### config.mk
export PLATFORM = sky130hd
export DESIGN_NAME = rx_start_gate
export DESIGN_NICKNAME = d
export VERILOG_FILES = /design/src/rtl/rsg_pkg.sv /design/src/rtl/rsg_sym_hunt.sv /design/src/rtl/rsg_ctrl.sv /design/src/rtl/rsg_pulse.sv /design/src/rtl/rx_start_gate.sv
export SDC_FILE = /design/constraint.sdc
export NUM_CORES = 1
export LEC_CHECK = 0
export BUFFER_PORTS_ARGS = -buffer_cell sky130_fd_sc_hd__buf_2
export CAP_MARGIN = 20
export CORE_MARGIN = 1.5
export CORE_UTILIZATION = 59
export CTS_CLUSTER_SIZE = 40
export DETAILED_ROUTE_END_ITERATION = 10
export PLACE_DENSITY = 0.8
export REMOVE_ABC_BUFFERS = 1
export SYNTH_ARGS = -nofsm -noshare
export SYNTH_HDL_FRONTEND = slang
export SYNTH_HIERARCHICAL = 1
export SYNTH_SLANG_ARGS = --single-unit
### constraint.sdc
create_clock -name clk -period 3.9 [get_ports clk]
set_input_delay 0.78 -clock clk [delete_from_list [all_inputs] [get_ports clk]]
set_output_delay 0.78 -clock clk [all_outputs]
set_load 0.01 [all_outputs]
### src/rtl/rsg_pkg.sv
package rsg_pkg;
  typedef enum logic {
    ST_HUNT   = 1'b0,
    ST_ACTIVE = 1'b1
  } rsg_state_e;
endpackage

### src/rtl/rsg_sym_hunt.sv
module rsg_sym_hunt #(
  parameter int SYM_W = 12,
  parameter logic [SYM_W-1:0] SYM = 12'hACB
) (
  input  logic clk,
  input  logic rst,
  input  logic arm,
  input  logic stb,
  input  logic din,
  output logic hit
);
  localparam int CNT_W = $clog2(SYM_W + 1);
  localparam logic [CNT_W-1:0] FILL_MAX = CNT_W'(SYM_W);
  localparam logic [CNT_W-1:0] FILL_MIN = CNT_W'(SYM_W - 1);

  logic [SYM_W-1:0] hist_q;
  logic [CNT_W-1:0] fill_q;
  logic [SYM_W-1:0] hist_nxt;

  assign hist_nxt = {hist_q[SYM_W-2:0], din};

  always_ff @(posedge clk) begin
    if (rst || !arm) begin
      hist_q <= '0;
      fill_q <= '0;
    end else if (stb) begin
      hist_q <= hist_nxt;
      if (fill_q != FILL_MAX) fill_q <= fill_q + 1'b1;
    end
  end

  assign hit = arm && stb && (fill_q >= FILL_MIN) && (hist_nxt == SYM);

  // a disarmed hunter starts over with an empty history
  p_fresh_hist_r9: assert property (@(posedge clk) disable iff (rst)
    !arm |=> (fill_q == '0));
endmodule

### src/rtl/rsg_ctrl.sv
module rsg_ctrl
  import rsg_pkg::*;
(
  input  logic       clk,
  input  logic       rst,
  input  logic       en,
  input  logic       clr,
  input  logic       hit,
  output rsg_state_e state
);
  always_ff @(posedge clk) begin
    if (rst) begin
      state <= ST_HUNT;
    end else if (!en || clr) begin
      state <= ST_HUNT;
    end else if (hit) begin
      state <= ST_ACTIVE;
    end
  end

  p_enter_on_hit_r4: assert property (@(posedge clk) disable iff (rst)
    $rose(state == ST_ACTIVE) |-> $past(hit));

  p_hold_active_r7: assert property (@(posedge clk) disable iff (rst)
    (state == ST_ACTIVE && en && !clr) |=> (state == ST_ACTIVE));

  p_back_to_hunt_r8: assert property (@(posedge clk) disable iff (rst)
    (!en || clr) |=> (state == ST_HUNT));
endmodule

### src/rtl/rsg_pulse.sv
module rsg_pulse #(
  parameter int HI_CYC = 4
) (
  input  logic clk,
  input  logic rst,
  input  logic active,
  input  logic en,
  input  logic clr,
  input  logic stb,
  input  logic din,
  output logic rxdclk,
  output logic rxdata
);
  localparam int CNT_W = (HI_CYC < 2) ? 1 : $clog2(HI_CYC);
  localparam logic [CNT_W-1:0] CNT_LOAD = CNT_W'(HI_CYC - 1);

  logic [CNT_W-1:0] cnt_q;

  always_ff @(posedge clk) begin
    if (rst || !en || clr || !active) begin
      rxdclk <= 1'b0;
      rxdata <= 1'b0;
      cnt_q  <= '0;
    end else if (stb) begin
      rxdclk <= 1'b1;
      rxdata <= din;
      cnt_q  <= CNT_LOAD;
    end else if (cnt_q != '0) begin
      cnt_q  <= cnt_q - 1'b1;
    end else begin
      rxdclk <= 1'b0;
    end
  end

  // checker-side width counter
  logic [CNT_W+1:0] hi_len;
  always_ff @(posedge clk) begin
    if (rst || !rxdclk) hi_len <= '0;
    else                hi_len <= hi_len + 1'b1;
  end

  p_width_r6: assert property (@(posedge clk) disable iff (rst)
    ($fell(rxdclk) && $past(en) && !$past(clr)) |-> ($past(hi_len) + 1'b1 == (CNT_W+2)'(HI_CYC)));

  p_data_stable_r6: assert property (@(posedge clk) disable iff (rst)
    (rxdclk && !$rose(rxdclk)) |-> $stable(rxdata));

  p_rise_data_r5: assert property (@(posedge clk) disable iff (rst)
    $rose(rxdclk) |-> ($past(stb) && rxdata == $past(din)));

  p_quiet_off_r2: assert property (@(posedge clk) disable iff (rst)
    !en |=> !rxdclk);

  p_quiet_hunt_r3: assert property (@(posedge clk) disable iff (rst)
    !active |-> !rxdclk);

  p_clear_low_r8: assert property (@(posedge clk) disable iff (rst)
    clr |=> (!rxdclk && !rxdata));
endmodule

### src/rtl/rx_start_gate.sv
module rx_start_gate
  import rsg_pkg::*;
#(
  parameter int SYM_W = 12,
  parameter logic [SYM_W-1:0] SYM = 12'hACB,
  parameter int BIT_CYC = 8
) (
  input  logic clk,
  input  logic rst,
  input  logic slice_in,
  input  logic bit_stb,
  input  logic rec_en,
  input  logic host_clr,
  output logic rxdata,
  output logic rxdclk
);
  localparam int HI_CYC = (BIT_CYC < 2) ? 1 : BIT_CYC / 2;

  rsg_state_e state;
  logic       arm;
  logic       hit;

  assign arm = (state == ST_HUNT) && rec_en && !host_clr;

  rsg_sym_hunt #(
    .SYM_W(SYM_W),
    .SYM  (SYM)
  ) u_hunt (
    .clk(clk),
    .rst(rst),
    .arm(arm),
    .stb(bit_stb),
    .din(slice_in),
    .hit(hit)
  );

  rsg_ctrl u_ctrl (
    .clk  (clk),
    .rst  (rst),
    .en   (rec_en),
    .clr  (host_clr),
    .hit  (hit),
    .state(state)
  );

  rsg_pulse #(
    .HI_CYC(HI_CYC)
  ) u_pulse (
    .clk   (clk),
    .rst   (rst),
    .active(state == ST_ACTIVE),
    .en    (rec_en),
    .clr   (host_clr),
    .stb   (bit_stb),
    .din   (slice_in),
    .rxdclk(rxdclk),
    .rxdata(rxdata)
  );

  p_reset_state_r1: assert property (@(posedge clk)
    $past(rst) |-> (!rxdclk && !rxdata && state == ST_HUNT));
endmodule

==> summary.md <==
| Metric | Value |
|---|---|
| Status | `finished, final reports clean` |
| Unrepaired setup endpoints after global routing | `false` |
| Largest net degree at the start of global routing | `24` |
| H-tree levels | `1` |
| DRT iter0 DRCs | `10` |
| Top delay family on crit path | `simple AND/OR/NAND/NOR gates` |
| Area grow syn2layout | `7.07%` |
| Later-pin clock latency in the skew report | `0.29 ns` |
| Root buffer cell | `clkbuf_4` |
| Largest family of logic cells by synthesized area | `simple AND/OR/NAND/NOR gates` |
| CTS tree | `yes` |
| Routed length per placed instance | `14.0 um` |
| Layout Nets | `107` |
| Area taken by flip-flops and latches | `400 sq um` |
| Crit path time final | `1.97 ns` |
| Mapped Area | `885 sq um` |
| Final TNS setup | `0 ns` |
| Max clock buf depth | `2` |
| # clock sinks | `20` |
| Crit path required time | `4.11 ns` |
| Die Span Y | `41.7 um` |
| Post-synth top flop | `dfxtp_1` |
| Synth Area in Simple Gates | `0.243` |
| Number of global-route vias before repair | `598` |
| Core Area | `0.00135 sq mm` |
| Hold Buf Count CTS | `0` |
| Slowest stage delay, CP | `0.42 ns` |
| Vias per std cell | `5.68` |
| Worst-margin pin slew | `0.547 ns` |
| Worst path cell trace | `buf_2 > and4b_1 > o21ai_0 > nor4_2 > nor2_1 > nor4b_2` |
| Initial antenna violation count | `0` |
| Crit end category | `flip-flop` |
| Synth Register Bits | `20` |
| Syn avg cell area | `9.94 sq um` |
| First-pass GRT wire length | `2640 um` |
| Fmax | `509 MHz` |
| CTS buffer count | `3` |
| Total gr overflow | `0` |
| Area of the multi-input gates | `452 sq um` |
| Count of final setup violators | `0` |
| Register area share after synthesis | `0.453` |
| Adder-cell share of the synthesized area | `0.0424` |
| GRT Total Usage | `0.201` |
| Leakage | `0.382 nW` |
| Peak supply drop | `0.241 mV` |
| P per Cell Area | `333 mW/mm^2` |
| Mux cell area share after synthesis | `0.147` |
| Clk_skew | `0.00126 ns` |
| Max_cap viols | `0` |
| Setup WS pre-CTS | `1.69 ns` |
| Worst path slowest cell | `buf_2` |
| PortBufs | `7` |
| Gpl congestion | `0.724` |
| Yosys cell types | `27` |
| CTS clk-pin slew, worst paths | `0.10 ns` |
| Area of the die | `0.00174 sq mm` |
| DRC errors left | `0` |
| Hold WC Path Type | `reg -> reg` |
| Fill cell count | `111` |
| Warnings, synthesis | `6` |
| Ratio of cells with drive above 1 in the final layout | `0.156` |
| Starting Density | `0.655` |
| Post-CTS Setup Bufs | `0` |
| Final Hold Fails | `0` |
| CP Class | `in -> reg` |
| Post-route ant nets | `0` |
| Final worst path period share | `0.504` |
| Number of detailed-route iterations in the first pass | `5` |
| Final WL | `1560 um` |
| Final setup margin | `1.93 ns` |
| Critical Path AT | `2.17 ns` |
| Slew headroom | `0.635` |
| Xor and xnor area share after synthesis | `0.00990` |
| Post-synth EDFFs | `0` |
| IO Count | `8` |
| # diodes | `0` |
| Vias | `631` |
| Ys async rst share | `0` |
| HPWL after DPL | `1120 um` |
| Crit-path max FO | `23` |
| Slew Limit Fails | `0` |
| # resized after CTS | `0` |
| Die W | `41.7 um` |
| Post-Syn Instances | `89` |
| Placement Rows | `13` |
| Worst path buffer plus inverter count | `1` |
| Critical path startpoint category | `primary input` |
| Post-synthesis compound-gate area fraction | `0.0679` |
-- kinds of logic after synthesis --
kind of cell / after synthesis
fa+ha+maj: 3
simple gates: 34
compound gates: 10
flops: 20
buf+inv: 8
mux: 13
xor+xnor: 1
-- area by class of cell --
type	count	area share
multi-input cells	61	0.477
flip-flops and latches	20	0.423
repair buffers	7	0.0370
clock buffers	3	0.0238
inverters	5	0.0198
well taps	15	0.0198
-- sequential cells by signal, summed over array words and instances (netlist names) --
signal and count:
u_ctrl/state 1, u_hunt/fill_q 4, u_hunt/hist_q 11, u_pulse/cnt_q 2, u_pulse/rxdata 1, u_pulse/rxdclk 1
-- cell usage in the layout, fill, tap and decap left out --
cell type and count:
nand4b_1 1, nor4b_2 1, mux2i_1 13, nand4_1 1, a21oi_1 5, o21ai_0 2, and4_1 1, and4b_1 1
o21ba_1 1, nor2_1 16, nand2_1 2, or4_1 1, xnor2_1 1, clkbuf_4 3, nand3_1 3, and3_1 1
or2_2 1, a21o_1 2, nor3_1 1, nand2b_1 1, nor4_2 1, nor3b_2 1, ha_1 3, inv_1 5
dfxtp_1 20, nand4bb_4 1, buf_2 7
-- through the flow --
stage / instance area (sq um) / std cells / util / hold WS [ns] / power, mW
3_3_place_gp: 925 / 108 / 0.685 / 0.471 / 0.227
3_5_place_dp: 925 / 108 / 0.685 / 0.497 / 0.227
4_1_cts: 947 / 111 / 0.702 / 0.521 / 0.320
5_1_grt: 947 / 111 / 0.702 / 0.535 / 0.332
2_1_floorplan: 871 / 86 / - / 0.453 / 0.218
6_report: 947 / 111 / 0.702 / 0.524 / 0.316
-- tightest hold or removal path, stage by stage (launching register included) --
cell and delay, ns:
dfxtp_1 0.34, mux2i_1 0.07, nor2_1 0.08
-- Yosys cell counts (2+ instances only) --
library cell / n / area share
mux2i_1: 13 / 0.15
ha_1: 3 / 0.042
dfxtp_1: 20 / 0.45
inv_1: 5 / 0.021
a21o_1: 2 / 0.017
buf_2: 2 / 0.011
a21oi_1: 5 / 0.028
nand2_1: 2 / 0.0085
o21ai_0: 2 / 0.011
nand3_1: 3 / 0.017
nor2_1: 16 / 0.068
-- layer usage --
| layer | global-route usage | wire, um | vias up |
|---|---|---|---|
| li1 | - | - | 323 |
| met1 | 0.236 | 661 | 294 |
| met2 | 0.338 | 831 | 10 |
| met3 | 0.0391 | 37 | 4 |
| met4 | 0.116 | 27 | 0 |
| met5 | 0 | 0 | - |
-- final timing paths --
kind              depth (start not counted)  slack, ns             end        startpoint
setup / recovery                          6       1.93    u_ctrl/state           bit_stb
hold / removal                            2       0.52  u_pulse/rxdata    u_pulse/rxdata
setup reg to reg                          5       2.28    u_ctrl/state  u_hunt/hist_q[9]
hold reg to reg                           2       0.52  u_pulse/rxdata    u_pulse/rxdata
-- where the power goes --
part	switching, mW	total (mW)	internal (mW)
registers	0.000444	0.205	0.205
clock network	0.0570	0.0928	0.0359
logic	0.0101	0.0177	0.00762
total	0.0675	0.316	0.248
No activity file was read; power rests on OpenSTA's default activity.
